## src/rtl/i2cs_pkg.sv

```systemverilog
package i2cs_pkg;

  localparam logic [7:0] BARE_DEV = 8'hFF;

  typedef enum logic [1:0] {
    OP_START  = 2'd0,
    OP_RSTART = 2'd1,
    OP_STOP   = 2'd2,
    OP_BIT    = 2'd3
  } bus_op_e;

  typedef enum logic [2:0] {
    S_IDLE = 3'd0,
    S_COND = 3'd1,
    S_BITS = 3'd2,
    S_ACK  = 3'd3,
    S_STOP = 3'd4,
    S_END  = 3'd5
  } seq_state_e;

  // {scl, sda} levels for each quarter phase of a bus operation
  function automatic logic [1:0] op_levels(bus_op_e op, logic [1:0] ph, logic b);
    logic [1:0] lv;
    case (op)
      OP_START:  case (ph)
                   2'd0: lv = 2'b11;
                   2'd1: lv = 2'b10;
                   2'd2: lv = 2'b10;
                   default: lv = 2'b00;
                 endcase
      OP_RSTART: case (ph)
                   2'd0: lv = 2'b01;
                   2'd1: lv = 2'b11;
                   2'd2: lv = 2'b10;
                   default: lv = 2'b00;
                 endcase
      OP_STOP:   case (ph)
                   2'd0: lv = 2'b00;
                   2'd1: lv = 2'b10;
                   default: lv = 2'b11;
                 endcase
      default:   lv = {(ph == 2'd1) || (ph == 2'd2), b};
    endcase
    return lv;
  endfunction

endpackage

```

## src/rtl/i2cs_tick.sv

```systemverilog
module i2cs_tick #(
  parameter int DIV_W = 16
) (
  input  logic             clk,
  input  logic             rst,
  input  logic [DIV_W-1:0] div,
  output logic             tick
);
  logic [DIV_W-1:0] cnt;

  always_ff @(posedge clk) begin
    if (rst) begin
      cnt  <= '0;
      tick <= 1'b0;
    end else if (cnt >= div) begin
      cnt  <= '0;
      tick <= 1'b1;
    end else begin
      cnt  <= cnt + 1'b1;
      tick <= 1'b0;
    end
  end

  AST_TICK_GAP: assert property (@(posedge clk) disable iff (rst)
    (tick && div != '0 && $stable(div)) |=> !tick);

endmodule

```

## src/rtl/i2cs_phy.sv

```systemverilog
module i2cs_phy
  import i2cs_pkg::*;
(
  input  logic    clk,
  input  logic    rst,
  input  logic    tick,
  input  logic    op_start,
  input  bus_op_e op,
  input  logic    op_bit,
  input  logic    sda_in,
  output logic    scl_o,
  output logic    sda_o,
  output logic    op_done,
  output logic    rx_bit
);
  logic       active;
  logic [1:0] ph;
  bus_op_e    op_q;
  logic       bit_q;

  always_ff @(posedge clk) begin
    if (rst) begin
      active  <= 1'b0;
      ph      <= 2'd0;
      op_q    <= OP_STOP;
      bit_q   <= 1'b1;
      scl_o   <= 1'b1;
      sda_o   <= 1'b1;
      op_done <= 1'b0;
      rx_bit  <= 1'b1;
    end else begin
      op_done <= 1'b0;
      if (op_start && !active) begin
        active <= 1'b1;
        ph     <= 2'd0;
        op_q   <= op;
        bit_q  <= op_bit;
      end else if (active && tick) begin
        {scl_o, sda_o} <= op_levels(op_q, ph, bit_q);
        if (ph == 2'd2) rx_bit <= sda_in;
        if (ph == 2'd3) begin
          active  <= 1'b0;
          op_done <= 1'b1;
        end
        ph <= ph + 2'd1;
      end
    end
  end

  AST_SDA_STEADY_HIGH: assert property (@(posedge clk) disable iff (rst)
    (scl_o && $past(scl_o) && (sda_o != $past(sda_o))) |-> (op_q != OP_BIT));

  AST_ONE_OP: assert property (@(posedge clk) disable iff (rst)
    op_done |-> !active);

endmodule

```

## src/rtl/i2c_cmd_seq.sv

```systemverilog
module i2c_cmd_seq
  import i2cs_pkg::*;
#(
  parameter int DIV_W = 16,
  parameter int CNT_W = 8,
  parameter int TXV_W = 16
) (
  input  logic             clk,
  input  logic             rst,
  input  logic [DIV_W-1:0] cfg_qdiv,
  input  logic             cmd_valid,
  output logic             cmd_ready,
  input  logic [7:0]       cmd_dev,
  input  logic             cmd_read,
  input  logic [CNT_W-1:0] cmd_len,
  input  logic [TXV_W-1:0] cmd_txval,
  input  logic             cmd_hold,
  output logic [7:0]       rx_data,
  output logic             rx_strobe,
  output logic             cmd_done,
  output logic             cmd_err,
  output logic             scl_o,
  output logic             sda_o,
  input  logic             sda_i
);
  localparam logic [CNT_W-1:0] ONE = CNT_W'(1);

  seq_state_e       state;
  logic             pend, op_start, op_bit_r, phy_done, phy_rx, tick;
  bus_op_e          op_sel, nxt_op;
  logic             nxt_bit;
  logic [6:0]       cur_dev;
  logic             cur_raw, cur_rd, cur_hold, is_ctrl, bus_open, err_q;
  logic [7:0]       tx_byte, sh;
  logic [2:0]       bitn;
  logic [CNT_W-1:0] remain;
  logic             recv;
  logic             unused_tx_hi;

  assign unused_tx_hi = ^cmd_txval[TXV_W-1:8];
  assign recv         = cur_rd && !is_ctrl;
  assign cmd_ready    = (state == S_IDLE);

  i2cs_tick #(.DIV_W(DIV_W)) tick_i (
    .clk(clk), .rst(rst), .div(cfg_qdiv), .tick(tick)
  );

  i2cs_phy phy_i (
    .clk(clk), .rst(rst), .tick(tick), .op_start(op_start), .op(op_sel),
    .op_bit(op_bit_r), .sda_in(sda_i), .scl_o(scl_o), .sda_o(sda_o),
    .op_done(phy_done), .rx_bit(phy_rx)
  );

  always_comb begin
    nxt_op  = OP_BIT;
    nxt_bit = 1'b1;
    case (state)
      S_COND: nxt_op = bus_open ? OP_RSTART : OP_START;
      S_BITS: nxt_bit = recv ? 1'b1 : sh[7];
      S_ACK:  nxt_bit = recv ? (remain == ONE) : 1'b1;
      S_STOP: nxt_op = OP_STOP;
      default: ;
    endcase
  end

  always_ff @(posedge clk) begin
    if (rst) begin
      state     <= S_IDLE;
      pend      <= 1'b0;
      op_start  <= 1'b0;
      op_sel    <= OP_STOP;
      op_bit_r  <= 1'b1;
      cur_dev   <= '0;
      cur_raw   <= 1'b0;
      cur_rd    <= 1'b0;
      cur_hold  <= 1'b0;
      is_ctrl   <= 1'b0;
      bus_open  <= 1'b0;
      err_q     <= 1'b0;
      tx_byte   <= '0;
      sh        <= '0;
      bitn      <= '0;
      remain    <= ONE;
      rx_data   <= '0;
      rx_strobe <= 1'b0;
      cmd_done  <= 1'b0;
      cmd_err   <= 1'b0;
    end else begin
      op_start  <= 1'b0;
      rx_strobe <= 1'b0;
      cmd_done  <= 1'b0;
      if (state == S_IDLE) begin
        if (cmd_valid) begin
          cur_dev  <= cmd_dev[6:0];
          cur_raw  <= (cmd_dev == BARE_DEV);
          cur_rd   <= cmd_read && (cmd_dev != BARE_DEV);
          cur_hold <= cmd_hold;
          tx_byte  <= cmd_txval[7:0];
          remain   <= (cmd_len == '0) ? ONE : cmd_len;
          err_q    <= 1'b0;
          cmd_err  <= 1'b0;
          bitn     <= '0;
          if (cmd_dev == BARE_DEV) begin
            sh      <= cmd_txval[7:0];
            is_ctrl <= 1'b0;
            state   <= S_BITS;
          end else begin
            state <= S_COND;
          end
        end
      end else if (state == S_END) begin
        cmd_done <= 1'b1;
        cmd_err  <= err_q;
        state    <= S_IDLE;
      end else if (!pend) begin
        op_start <= 1'b1;
        op_sel   <= nxt_op;
        op_bit_r <= nxt_bit;
        pend     <= 1'b1;
      end else if (phy_done) begin
        pend <= 1'b0;
        case (state)
          S_COND: begin
            bus_open <= 1'b1;
            sh       <= {cur_dev, cur_rd};
            is_ctrl  <= 1'b1;
            bitn     <= '0;
            state    <= S_BITS;
          end
          S_BITS: begin
            sh   <= {sh[6:0], phy_rx};
            bitn <= bitn + 3'd1;
            if (bitn == 3'd7) state <= S_ACK;
          end
          S_ACK: begin
            if (recv) begin
              rx_data   <= sh;
              rx_strobe <= 1'b1;
              bitn      <= '0;
              if (remain == ONE) begin
                state <= cur_hold ? S_END : S_STOP;
              end else begin
                remain <= remain - ONE;
                state  <= S_BITS;
              end
            end else if (phy_rx) begin
              err_q <= 1'b1;
              state <= S_STOP;
            end else if (is_ctrl) begin
              is_ctrl <= 1'b0;
              bitn    <= '0;
              if (!cur_rd) sh <= tx_byte;
              state <= S_BITS;
            end else begin
              state <= cur_hold ? S_END : S_STOP;
            end
          end
          S_STOP: begin
            bus_open <= 1'b0;
            state    <= S_END;
          end
          default: state <= S_IDLE;
        endcase
      end
    end
  end

  AST_ACCEPT_ONCE: assert property (@(posedge clk) disable iff (rst)
    (cmd_valid && cmd_ready) |=> !cmd_ready);

  AST_DONE_PULSE: assert property (@(posedge clk) disable iff (rst)
    cmd_done |=> !cmd_done);

  AST_ERR_FREES_BUS: assert property (@(posedge clk) disable iff (rst)
    (cmd_done && cmd_err) |-> !bus_open);

  AST_HOLD_KEEPS_BUS: assert property (@(posedge clk) disable iff (rst)
    (cmd_done && !cmd_err && cur_hold && !cur_raw) |-> bus_open);

  AST_BARE_NO_COND: assert property (@(posedge clk) disable iff (rst)
    (op_start && cur_raw) |-> (op_sel == OP_BIT || op_sel == OP_STOP));

  AST_RX_ONLY_READ: assert property (@(posedge clk) disable iff (rst)
    rx_strobe |-> (cur_rd && !cur_raw));

endmodule

```

## config.mk

```make
export PLATFORM = sky130hd
export DESIGN_NAME = i2c_cmd_seq
export DESIGN_NICKNAME = d
export VERILOG_FILES = /design/src/rtl/i2cs_pkg.sv /design/src/rtl/i2cs_tick.sv /design/src/rtl/i2cs_phy.sv /design/src/rtl/i2c_cmd_seq.sv
export SDC_FILE = /design/constraint.sdc
export NUM_CORES = 1
export LEC_CHECK = 0
export BUFFER_PORTS_ARGS = -buffer_cell sky130_fd_sc_hd__buf_4
export CAP_MARGIN = 30
export CORE_ASPECT_RATIO = 0.7
export CORE_UTILIZATION = 52
export DETAILED_ROUTE_END_ITERATION = 7
export PLACE_DENSITY = 0.8
export RECOVER_POWER = 25
export SKIP_LAST_GASP = 1
export SLEW_MARGIN = 25
export SYNTH_ARGS = -nofsm -noshare
export SYNTH_HDL_FRONTEND = slang
export SYNTH_SLANG_ARGS = --single-unit
```

## constraint.sdc

```tcl
create_clock -name clk -period 1.99 [get_ports clk]
set_input_delay 0.4975 -clock clk [delete_from_list [all_inputs] [get_ports clk]]
set_output_delay 0.4975 -clock clk [all_outputs]
set_load 0.01 [all_outputs]
```

; After elaboration in Yosys (flattened, before gate mapping)
; Index checks and enable logic that the tools add are counted.
; W data, S select, Z words.
[totals]
inputBits = 54
ff_bits = 85
wordCells = 194
output_inout_bits = 14
[op_classes]
bitwise = 7
eq_ne = 26
n_reduce_logical = 46
muxes = 81
order_cmp = 1
addsub = 4
[op_table]
columns = operator, n
row1 = $mux W8, 19
row2 = $mux W3, 18
row3 = $mux W1, 32
row4 = $pmux W8 S3, 1
row5 = $reduce_and A7 Y1, 3
row6 = $reduce_bool A2 Y1, 9
row7 = $add A16 B1 Y16 const B, 1
row8 = $ge A16 B16 Y1, 1
row9 = $ne A3 B3 Y1 const B, 4
row10 = $ne A4 B4 Y1 const B, 3
row11 = $pmux W2 S2, 3
row12 = $pmux W2 S3, 2
row13 = $pmux W3 S4, 1
row14 = $reduce_and A10 Y1, 1
row15 = $reduce_and A2 Y1, 5
row16 = $eq A3 B3 Y1 const B, 3
row17 = $pmux W3 S3, 1
row18 = $reduce_bool A3 Y1, 3
row19 = $eq A8 B1 Y1 const B, 1
row20 = $eq A8 B8 Y1 const B, 1
row21 = $logic_not A8 Y1, 1
row22 = $ne A2 B2 Y1 const B, 4
row23 = $ne A8 B8 Y1 const B, 1
row24 = $reduce_and A8 Y1, 1
row25 = other kinds (24), 46

; Logic depth before layout (Yosys ltp)
; Gate-level depths: netlist of the first run.
[logic_depth]
ltp_word = 9
mapped_depth = 9
ltp_nobuf = 7

; By module
; Synthesis of the first run repeated with hierarchy kept, for this count alone.
[unflattened]
hier_cells = 544
hier_area_um2 = 4619.4
[by_module_without_submodules]
columns = mod, cells_per_inst, seq_area_each_um2, area_per_inst_um2, n_inst
row1 = i2c_cmd_seq, 356, 1161.1, 2992.9, 1
row2 = i2cs_tick, 136, 340.3, 1133.6, 1
row3 = i2cs_phy, 52, 200.2, 493.0, 1

; Worst setup path before layout of the first run
; Ideal clock, no wire load.
[synth_timing]
path_kind = input-to-reg
startpoint = input port cmd_dev[7]
endpoint = register sh[6]
t_arrival_ps = 2006
required_time_ps = 1919
cell_stages = 6
path_slack_ps = -86
path_buffers = 1
setup_ps = 71
cell_sequence = nand4_1 or2_2 a2111o_1 buf_6 or3_1 a21oi_1
[synth_between]
elab_chain_cells = 3
[synth_lines]
columns = item, line_no
row1 = "start, declared", i2c_cmd_seq.sv:13  ; input logic [7:0] cmd_dev,
row2 = $eq A8 B8 Y1, i2c_cmd_seq.sv:103  ; if (cmd_dev == BARE_DEV) begin
row3 = $ne A2 B1 Y1 (no line), -
row4 = $reduce_and A10 Y1 (no line), -
row5 = "end signal, assigned", i2c_cmd_seq.sv:104  ; sh <= cmd_txval[7:0];
row6 = "end signal, assigned", i2c_cmd_seq.sv:125  ; sh <= {cur_dev, cur_rd};
row7 = "end signal, assigned", i2c_cmd_seq.sv:131  ; sh <= {sh[6:0], phy_rx};
row8 = "end, declared", i2c_cmd_seq.sv:34  ; logic [7:0] tx_byte, sh;
; Every way passes these cells.
; A chain may end at the register's enable or synchronous reset.

; Worst setup path after layout of the first run
[layout_timing]
startpoint = register state[2]
endpoint = register sh[2]
[layout_between]
elab_chain_cells = 6
word_cells_on_any_way = 21
cone_classes = eq/ne: 11 / mux: 5 / reduce/logical: 5
[layout_lines]
columns = item, line_no
row1 = "start, declared", i2c_cmd_seq.sv:28  ; seq_state_e state;
row2 = "start signal, assigned", i2c_cmd_seq.sv:141  ; state <= cur_hold ? S_END : S_STOP;
row3 = "start signal, assigned", i2c_cmd_seq.sv:155  ; state <= cur_hold ? S_END : S_STOP;
row4 = $eq A3 B2 Y1 / $eq A3 B1 Y1 (equally long branches), i2c_cmd_seq.sv:122  ; case (state)
row5 = $pmux W8 S3, i2c_cmd_seq.sv:122
row6 = $mux W8, i2c_cmd_seq.sv:120  ; end else if (phy_done) begin
row7 = $mux W8, i2c_cmd_seq.sv:115  ; end else if (!pend) begin
row8 = $mux W8, i2c_cmd_seq.sv:111  ; end else if (state == S_END) begin
row9 = $mux W8, i2c_cmd_seq.sv:92  ; if (state == S_IDLE) begin
; Several ways; a longest one is shown, not always the timed one. The select of a mux whose other input is x is not followed.

==> flow_results.org, run 1 <==
** Clock network
- Worst skew pair latency :: 0.35 ns
- TritonCTS built the clock tree.
- Deepest clock path buffer count :: 2
- The cell sitting at the root of the clock tree is a sky130_fd_sc_hd__clkbuf_16.
- Htree depth :: 3
- TritonCTS created 9 clock buffers.
- Counting every sink on the clock net gives 85.
- Clock-pin slew on the worst setup and hold paths :: about 0.060 ns
- Post-cts hold buffer count :: 0

** Finish
- Multi-input gate area in the final layout :: 2670 µm²
- The number of antenna diodes in the final layout is 0.
- Fraction of final layout cells with drive strength greater than 1 :: 0.240
- Layout overhead on the synthesized area :: 28.4%
- After routing the design area is about 5800 µm².
- Across the whole layout, storage elements account for between 1500 and 2000 µm².
- The layout has 638 filler cells.
- In the final design database the tool counted 716 nets.
- Most common library cell in the layout ignoring fill and taps :: sky130_fd_sc_hd__buf_4
- The top cell types in the final layout, fill and taps aside, are sky130_fd_sc_hd__buf_4, sky130_fd_sc_hd__dfxtp_1, sky130_fd_sc_hd__nand2_1.

** STA
- The tightest hold path in the finished design has a slack of between 0.4 and 0.5 ns.
- Setup repair after global routing could not meet its margin everywhere.
- Final period util :: 0.995
- For the pin with the worst max-slew slack, the measured transition is 0.623 ns.
- Setup clock skew after layout :: 0.00794 ns
- Time the final worst path needs with I/O delays and setup :: 1.98 ns
- Based on the critical path, the design can be clocked at up to 505 MHz.
- In this run the tightest slew margin relative to its limit is 0.584.
- Hold violation count in the final report :: 0
- Count of pins over their slew limit :: 0
- Endpoints failing setup :: 0

** Power and ir drop
- Part of the total power dissipated in combinational logic :: 0.212
- Fraction of power consumed by sequential logic :: 0.402
- VDD sags by at most 850 µV.
- Clock power frac :: 0.386
- Internal power of the cells :: about 3.4 mW
- Switching share of power :: 0.279
- For this design the ratio of total power to cell area is slightly above 800 nW/µm².
- Leakage power figure :: 2.39 nW
- For this design the total switching power over the nets is 1.32 mW.

** Critical path
- In this run the register-to-register setup slack is 0.01 ns.
- The slowest stage of the critical path is the sky130_fd_sc_hd__a2111o_1 cell.
- CP max stage delay :: a little over 0.5 ns
- Cell family contributing the most delay on the critical path :: compound AO/OA/AOI/OAI gates
- Max Fanout on Critical Path :: 7
- STA classifies the critical path startpoint as a register.
- Endpoint of the worst register-to-register path :: sh[2]$_SDFFE_PP0P_
- Required time of the critical path :: around 2.3 ns
- Counting both buffers and inverters, the worst setup path holds a total of 1.
- Critical Path AT :: between 2 and 2.5 ns
- The worst register-to-register path has a depth of 6.
- STA classifies the critical path endpoint as a register.
- Category of the critical setup timing path :: reg -> reg
- The worst register-to-register path begins at state[2]$_SDFFE_PP0P_.
- Crit path launch :: state[2]$_SDFFE_PP0P_
- Cells along the critical path :: clkbuf_2 -> nor4bb_1 -> o21a_1 -> a2111o_1 -> or3_1 -> a21oi_2

** Job
- Max-cap violations in this run came to 0.

** Global routing
- Sum of overflow across all layers after global routing :: 0
- The via count of the first global-routing pass is 3952.
- Global Route Usage Sum :: 0.264
- The first global-routing pass estimated 18.8 mm of wire.
- Entering global routing, the biggest net connects 31 pins.
- The initial antenna violation count was 0.

** Floorplan
- After floorplanning, the core was sized to cover 8440 µm².
- The floorplan step set the die width to 113 µm.
- Initial Util :: 0.535
- Pin placement for this block handled 68 I/O pins.
- Number of rows created at floorplan :: 28
- Die Y-Extent :: about 80 µm
- The die covers around 9100 µm².

** Place
- Post-Place Cell Area :: 5330 µm²
- Detailed Place HPWL :: a little over 8 mm
- I/O Buffers :: 59
- RePlAce Congestion :: 0.857

** Synthesis
- Mean cell area of the mapped netlist :: ~8.3 µm²
- In this run, synthesis produced a sequential element count of between 80 and 90.
- Library cell occupying the most area in the post-synthesis netlist :: sky130_fd_sc_hd__dfxtp_1
- Area contributors post-synth :: sky130_fd_sc_hd__dfxtp_1, sky130_fd_sc_hd__ha_1, sky130_fd_sc_hd__a21oi_1
- After synthesis the cells add up to 4520 µm².
- For this run, the register share of the synthesized area comes to 0.376.
- Synthesis handed over a netlist of 542 instances.
- Counting distinct cell types in the post-synthesis netlist gives 58.
- Primary FF master, synth :: sky130_fd_sc_hd__dfxtp_1
- Number of enable-type register cells in the synthesized netlist :: 0
- Synthesized netlist net count :: 621
- In the synthesized netlist the async set-or-reset flop fraction comes to 0.
- Share of Yosys cell area claimed by the top area cell type :: 0.376
- Syn. warnings :: 0

** Detailed routing
- Final wirelength :: 11.6 mm
- Count of nets left with antenna violations after detail routing :: 0
- Average vias per placed instance :: 5.67
- The pre-antenna-repair detailed-routing pass consisted of 5 iterations.
- Detail-routed net length per standard cell :: 15.3 µm
- After detailed routing, the number of remaining DRC violations is 0.
- The detailed router finished its first iteration with 326 violations.
- Total via count in the routed design :: 4322

** Min path
- Class of the tightest hold or removal check :: in -> reg
- Hold Startpoint :: cmd_hold
- Min-Delay Endpoint :: cur_hold$_SDFFE_PP0P_
- Hold path cells :: 3

** Status
- The flow ran to the end, and the final reports show no timing, DRC or antenna violations.
tightest hold or removal path: stages:
cell                      delay [ns]
sky130_fd_sc_hd__buf_4          0.11
sky130_fd_sc_hd__nand2_1        0.05
sky130_fd_sc_hd__a21oi_1        0.05
cell usage after synthesis (3+ instances only):
library cell,count
sky130_fd_sc_hd__nand3_1,8
sky130_fd_sc_hd__inv_1,25
sky130_fd_sc_hd__o31ai_1,6
sky130_fd_sc_hd__buf_2,4
sky130_fd_sc_hd__ha_1,25
sky130_fd_sc_hd__nand2_1,54
sky130_fd_sc_hd__xnor2_1,7
sky130_fd_sc_hd__a31oi_1,3
sky130_fd_sc_hd__nor2_1,42
sky130_fd_sc_hd__a21o_1,10
sky130_fd_sc_hd__nor3_1,26
sky130_fd_sc_hd__dfxtp_1,85
sky130_fd_sc_hd__o21ai_0,21
sky130_fd_sc_hd__nand3b_1,6
sky130_fd_sc_hd__nor3b_1,3
sky130_fd_sc_hd__nand4_1,11
sky130_fd_sc_hd__a2bb2oi_1,8
sky130_fd_sc_hd__a211oi_1,12
sky130_fd_sc_hd__nor4_1,3
sky130_fd_sc_hd__or3_1,10
sky130_fd_sc_hd__mux2i_1,21
sky130_fd_sc_hd__and3_1,4
sky130_fd_sc_hd__xor2_1,8
sky130_fd_sc_hd__or2_2,3
sky130_fd_sc_hd__nor2b_1,12
sky130_fd_sc_hd__o22ai_1,9
sky130_fd_sc_hd__nand2b_1,8
sky130_fd_sc_hd__clkbuf_1,22
sky130_fd_sc_hd__a21oi_1,47
repair_timing:
item,CTS,global route
resized for setup,6,29
setup buffers,1,6
cloned,1,0
endpoints found under the setup margin,11,36
pin swaps,3,9
layout make-up:
cell class              count  area share
multi-input cells         402       0.460
flip-flops and latches     85       0.295
repair buffers            113       0.146
clock buffers              10      0.0412
well taps                 120      0.0259
inverters                  26      0.0168
clock inverters             6      0.0149
state kept, by name (all words and copies together) (netlist names), 2 cells and up:
register / flops
tick_i.cnt: 16
remain: 8
rx_data: 8
sh: 8
tx_byte: 8
cur_dev: 7
bitn: 3
state: 3
op_sel: 2
phy_i.op_q: 2
phy_i.ph: 2
how the worst max path moves through the flow:
stage,endpoint,depth (start not counted)
floorplan,sh[6]$_SDFFE_PP0P_,6
global placement,is_ctrl$_SDFFE_PP0P_,6
detailed placement,sh[3]$_SDFFE_PP0P_,6
CTS,sh[3]$_SDFFE_PP0P_,7
global route,sh[7]$_SDFFE_PP0P_,6
finish,sh[2]$_SDFFE_PP0P_,6
metal layers:
layer	part of all wire	routed length, µm	track usage
met5	0	0	0
met4	0.015	171	0.0750
met3	0.071	823	0.0706
met2	0.46	5310	0.417
met1	0.46	5330	0.356
metrics by stage:
stage	util	instances	power [mW]	TNS, ns	setup slack, ns
2_1_floorplan	-	542	2.48	-0.0398	-0.0398
3_3_place_gp	0.632	738	2.79	-3.64	-0.148
3_5_place_dp	0.632	738	2.83	-5.08	-0.217
4_1_cts	0.675	756	4.67	0	0.00205
5_1_grt	0.688	762	4.91	-0.0839	-0.0223
6_report	0.688	762	4.72	0	0.00987
logic make-up (layout without fill, tap and decap cells):
group / Yosys count / in the layout / synth area share
adder cells (fa/ha/maj): 25 / 25 / 0.0692
multiplexers: 22 / 22 / 0.0515
AND/OR/NAND/NOR: 198 / 198 / 0.221
AO/OA/AOI/OAI: 141 / 142 / 0.201
buffers and inverters: 56 / 155 / 0.0509
flip-flops: 85 / 85 / 0.376
XOR/XNOR: 15 / 15 / 0.0291
power by group through the flow:
stage	registers (mW)	logic, mW	clock network [mW]
after detailed placement	1.93	0.902	0
after global placement	1.92	0.873	0
after floorplan	1.89	0.583	0
after CTS	1.89	0.939	1.84
after global routing	1.91	1.09	1.91
final	1.90	1.00	1.83
(Power assumes the default switching activity.)
==> run 2: changes to the inputs <==
--- a/config.mk
+++ b/config.mk
@@ -7,8 +7,10 @@
 export LEC_CHECK = 0
 export BUFFER_PORTS_ARGS = -buffer_cell sky130_fd_sc_hd__buf_4
 export CAP_MARGIN = 30
+export CELL_PAD_IN_SITES_DETAIL_PLACEMENT = 1
+export CELL_PAD_IN_SITES_GLOBAL_PLACEMENT = 2
 export CORE_ASPECT_RATIO = 0.7
-export CORE_UTILIZATION = 52
+export CORE_UTILIZATION = 31
 export DETAILED_ROUTE_END_ITERATION = 7
 export PLACE_DENSITY = 0.8
 export RECOVER_POWER = 25
==> flow_results.org, run 2 (synthesis gave the netlist of run 1 again) <==
** Status
- The run finished with clean final reports.

** Global routing
- The wire length of the first global-routing pass is 22.5 mm (+19%).
- The initial antenna violation count is 0 (unchanged).
- The largest net degree at the start of global routing is 31 (unchanged).
- The via count of the first global-routing pass is 4510 (+14%).
- The total grt overflow came to 0 (unchanged).
- Global Route Usage Sum :: 0.189 (-0.0754)

** Power and ir drop
- Fraction of power consumed by sequential logic :: 0.396 (-0.006)
- Switching power :: 1.34 mW (+1.9%)
- Leakage power figure :: 2.40 nW (+0.29%)
- The clock group share of total power came to 0.378 (-0.008).
- Internal power of the cells :: 3.44 mW (+0.89%)
- The power density over the cells came to 802 nW/µm² (-1.4%).
- Switching share of power :: 0.281 (+0.00202)
- The worst ir drop on vdd was 400 µV (-53%).
- Part of the total power dissipated in combinational logic :: 0.226 (+0.014)

** Finish
- Ranked by flip-flop count, first place goes to tick_i.cnt.
- The library cell used most frequently in the layout, excluding fill and tap cells, is sky130_fd_sc_hd__buf_4.
- The top cell types in the final layout, fill and taps aside, are sky130_fd_sc_hd__buf_4, sky130_fd_sc_hd__dfxtp_1, sky130_fd_sc_hd__nand2_1.
- Fraction of final layout cells with drive strength greater than 1 :: 0.245 (+0.00509)
- The final net count was 720 (+0.56%).
- Number of flip-flops in the largest register :: 16 (unchanged)
- The count of antenna diodes in the layout came to 0 (unchanged).
- From synthesis to final layout, the design area changed by 31.8%.
- The final standard cell utilization of the core is 0.424 (-0.264).
- Final std cells w/o fill :: 835 (+9.6%)

** STA
- Slack of the critical path :: 0.0380 ns (+0.0282 ns)
- The final number of hold-violating endpoints was 0 (unchanged).
- Setup repair after global routing missed its margin :: yes
- Setup TNS after final layout :: 0 ns (unchanged)
- Max-slew headroom at the worst pin :: 0.571 (-0.0132)
- Highest achievable clock rate :: 512 MHz (+1.4%)
- Worst-Margin Slew :: 0.643 ns (+0.0198 ns)
- The final max-slew violation count was 0 (unchanged).
- The final-report setup violation count came to 0 (unchanged).
- Time the final worst path needs with I/O delays and setup :: 1.95 ns (-0.0282 ns)
- Final period util :: 0.981 (-0.0141)
- The worst slack on hold paths is 0.403 ns (-0.00250 ns).
- The final setup skew came to 0.00436 ns (-0.00358 ns).

** Clock network
- Htree depth :: 3 (unchanged)
- Worst skew pair latency :: 0.34 ns (about the same)
- Root buffer cell :: sky130_fd_sc_hd__clkbuf_16
- The number of CTS-inserted buffers was 9 (unchanged).
- CTS sink cnt :: 85 (unchanged)
- The maximum clock insertion buffer count was 2 (unchanged).
- TritonCTS built the clock tree.
- The clock slew seen by the registers of the worst setup and hold paths was 0.06 ns (about the same).

** Critical path
- The critical path data required time is 1.49 ns (-0.79 ns).
- Traced cell by cell, the critical path runs through buf_6 -> or3_4 -> inv_2 -> buf_8 -> buf_4.
- CP max stage delay :: 0.36 ns (-0.15 ns)
- Critical Path AT :: 1.45 ns (-0.82 ns)
- The highest net fanout along the worst path was 5 (-2).
- Element type at the critical path end :: primary output
- The count of buffer and inverter cells on the critical path was 4 (+3).
- Startpoint type of the worst setup path :: register
- Slowest CP cell :: sky130_fd_sc_hd__or3_4
- Cell family contributing the most delay on the critical path :: buffers and inverters
- The critical path is of the reg -> out type.

** Detailed routing
- Drc violations :: 0 (unchanged)
- The via count normalized by instance count was 5.16 (-9.0%).
- The number of iterations in the first detailed-routing pass came to 5 (unchanged).
- The number of antenna-violating nets in the routed design was 0 (unchanged).
- The post-detailed-routing wire length was 13.7 mm (+18%).
- Detail-routed net length per standard cell :: 16.4 µm (+7.4%)
- Number of DRC markers after the initial detailed-route iteration :: 205 (-37%)
- The overall via count from detail_route was 4310 (-0.28%).

** Place
- The setup slack after placement came to -0.241 ns (-0.0249 ns).
- The final weighted congestion of routability-driven global placement is 0.808 (-5.8%).
- The HPWL reported at the end of detailed placement came to 9.94 mm (+22%).
- Dpl cells :: 812 (+10%)
- I/O Buffers :: 59 (unchanged)

** Floorplan
- The number of placement rows came to 36 (+29%).
- Initial Util :: 0.322 (-0.214)
- The number of placed I/O pins is 68 (unchanged).
- The die outline height was 103 µm (+29%).
- The placeable core region was 14100 µm² (+66%).
- Die boundary width :: 146 µm (+29%)
- The total die area came to 15100 µm² (+66%).

** Job
- Max-capacitance violation count :: 0 (unchanged)

** Min path
- The path class of the tightest hold or removal check is in -> reg.
## run 2: cell types whose count changed in the layout (fill, tap and decap cells not counted), moves of 2 or more
cell                       delta
sky130_fd_sc_hd__a21oi_1      -3
sky130_fd_sc_hd__buf_2        +2
sky130_fd_sc_hd__or3_4        +3
sky130_fd_sc_hd__clkbuf_1     +8
sky130_fd_sc_hd__or3_1        -3
sky130_fd_sc_hd__buf_4       -10
sky130_fd_sc_hd__a21oi_2      +3
sky130_fd_sc_hd__buf_6        +4
## run 2: layer usage
layer,up-vias,GRT usage,share of wire
met1,2074,0.246,0.50
li1,2148,-,-
met5,-,0,0
met3,16,0.0310,0.026
met2,72,0.327,0.46
met4,0,0.0537,0.015
## run 2: final timing paths
kind	from	endpoint	slack [ns]	depth (start not counted)
worst min register to register	cur_dev[1]$_SDFFE_PP0P_	cur_dev[1]$_SDFFE_PP0P_	0.46	2
worst min-delay path	sda_i	phy_i.rx_bit$_SDFFE_PP1P_	0.40	2
worst max register to register	state[1]$_SDFFE_PP0P_	remain[0]$_SDFFE_PP1P_	0.04	6
worst max-delay path	state[1]$_SDFFE_PP0P_	cmd_ready	0.04	5
## run 2: layout make-up
| class | instances | area (µm²) |
|---|---|---|
| sequential | 85 | 1710 |
| tap | 190 | 238 |
| clock buffer | 11 | 243 |
| clock inverter | 4 | 72.6 |
| timing repair buffer | 117 | 875 |
| inverter | 26 | 97.6 |
| fill | 1695 | 8090 |
| multi-input combinational | 402 | 2720 |
## run 2: per-stage QoR
| step | total power [mW] | cell area [µm²] |
|---|---|---|
| finish | 4.78 | 5960 |
| global route | 5.00 | 5960 |
| CTS | 4.73 | 5840 |
| detailed placement | 2.88 | 5460 |
| global placement | 2.84 | 5460 |
| floorplan | 2.48 | 4520 |
## run 2: power by group through the flow
stage / Sequential [mW] / Clock (mW) / Combinational [mW]
2_1_floorplan: 1.89 / 0 / 0.583
3_3_place_gp: 1.92 / 0 / 0.919
3_5_place_dp: 1.93 / 0 / 0.952
4_1_cts: 1.89 / 1.84 / 0.998
5_1_grt: 1.91 / 1.92 / 1.18
6_report: 1.89 / 1.81 / 1.08
## run 2: timing repair
action,CTS,global route
gates cloned,1,3
hold endpoints to repair,0,0
setup endpoints to repair,21,39
buffers inserted,1,3
pin swaps,2,20
hold buffers,0,0
gates resized for setup,11,36
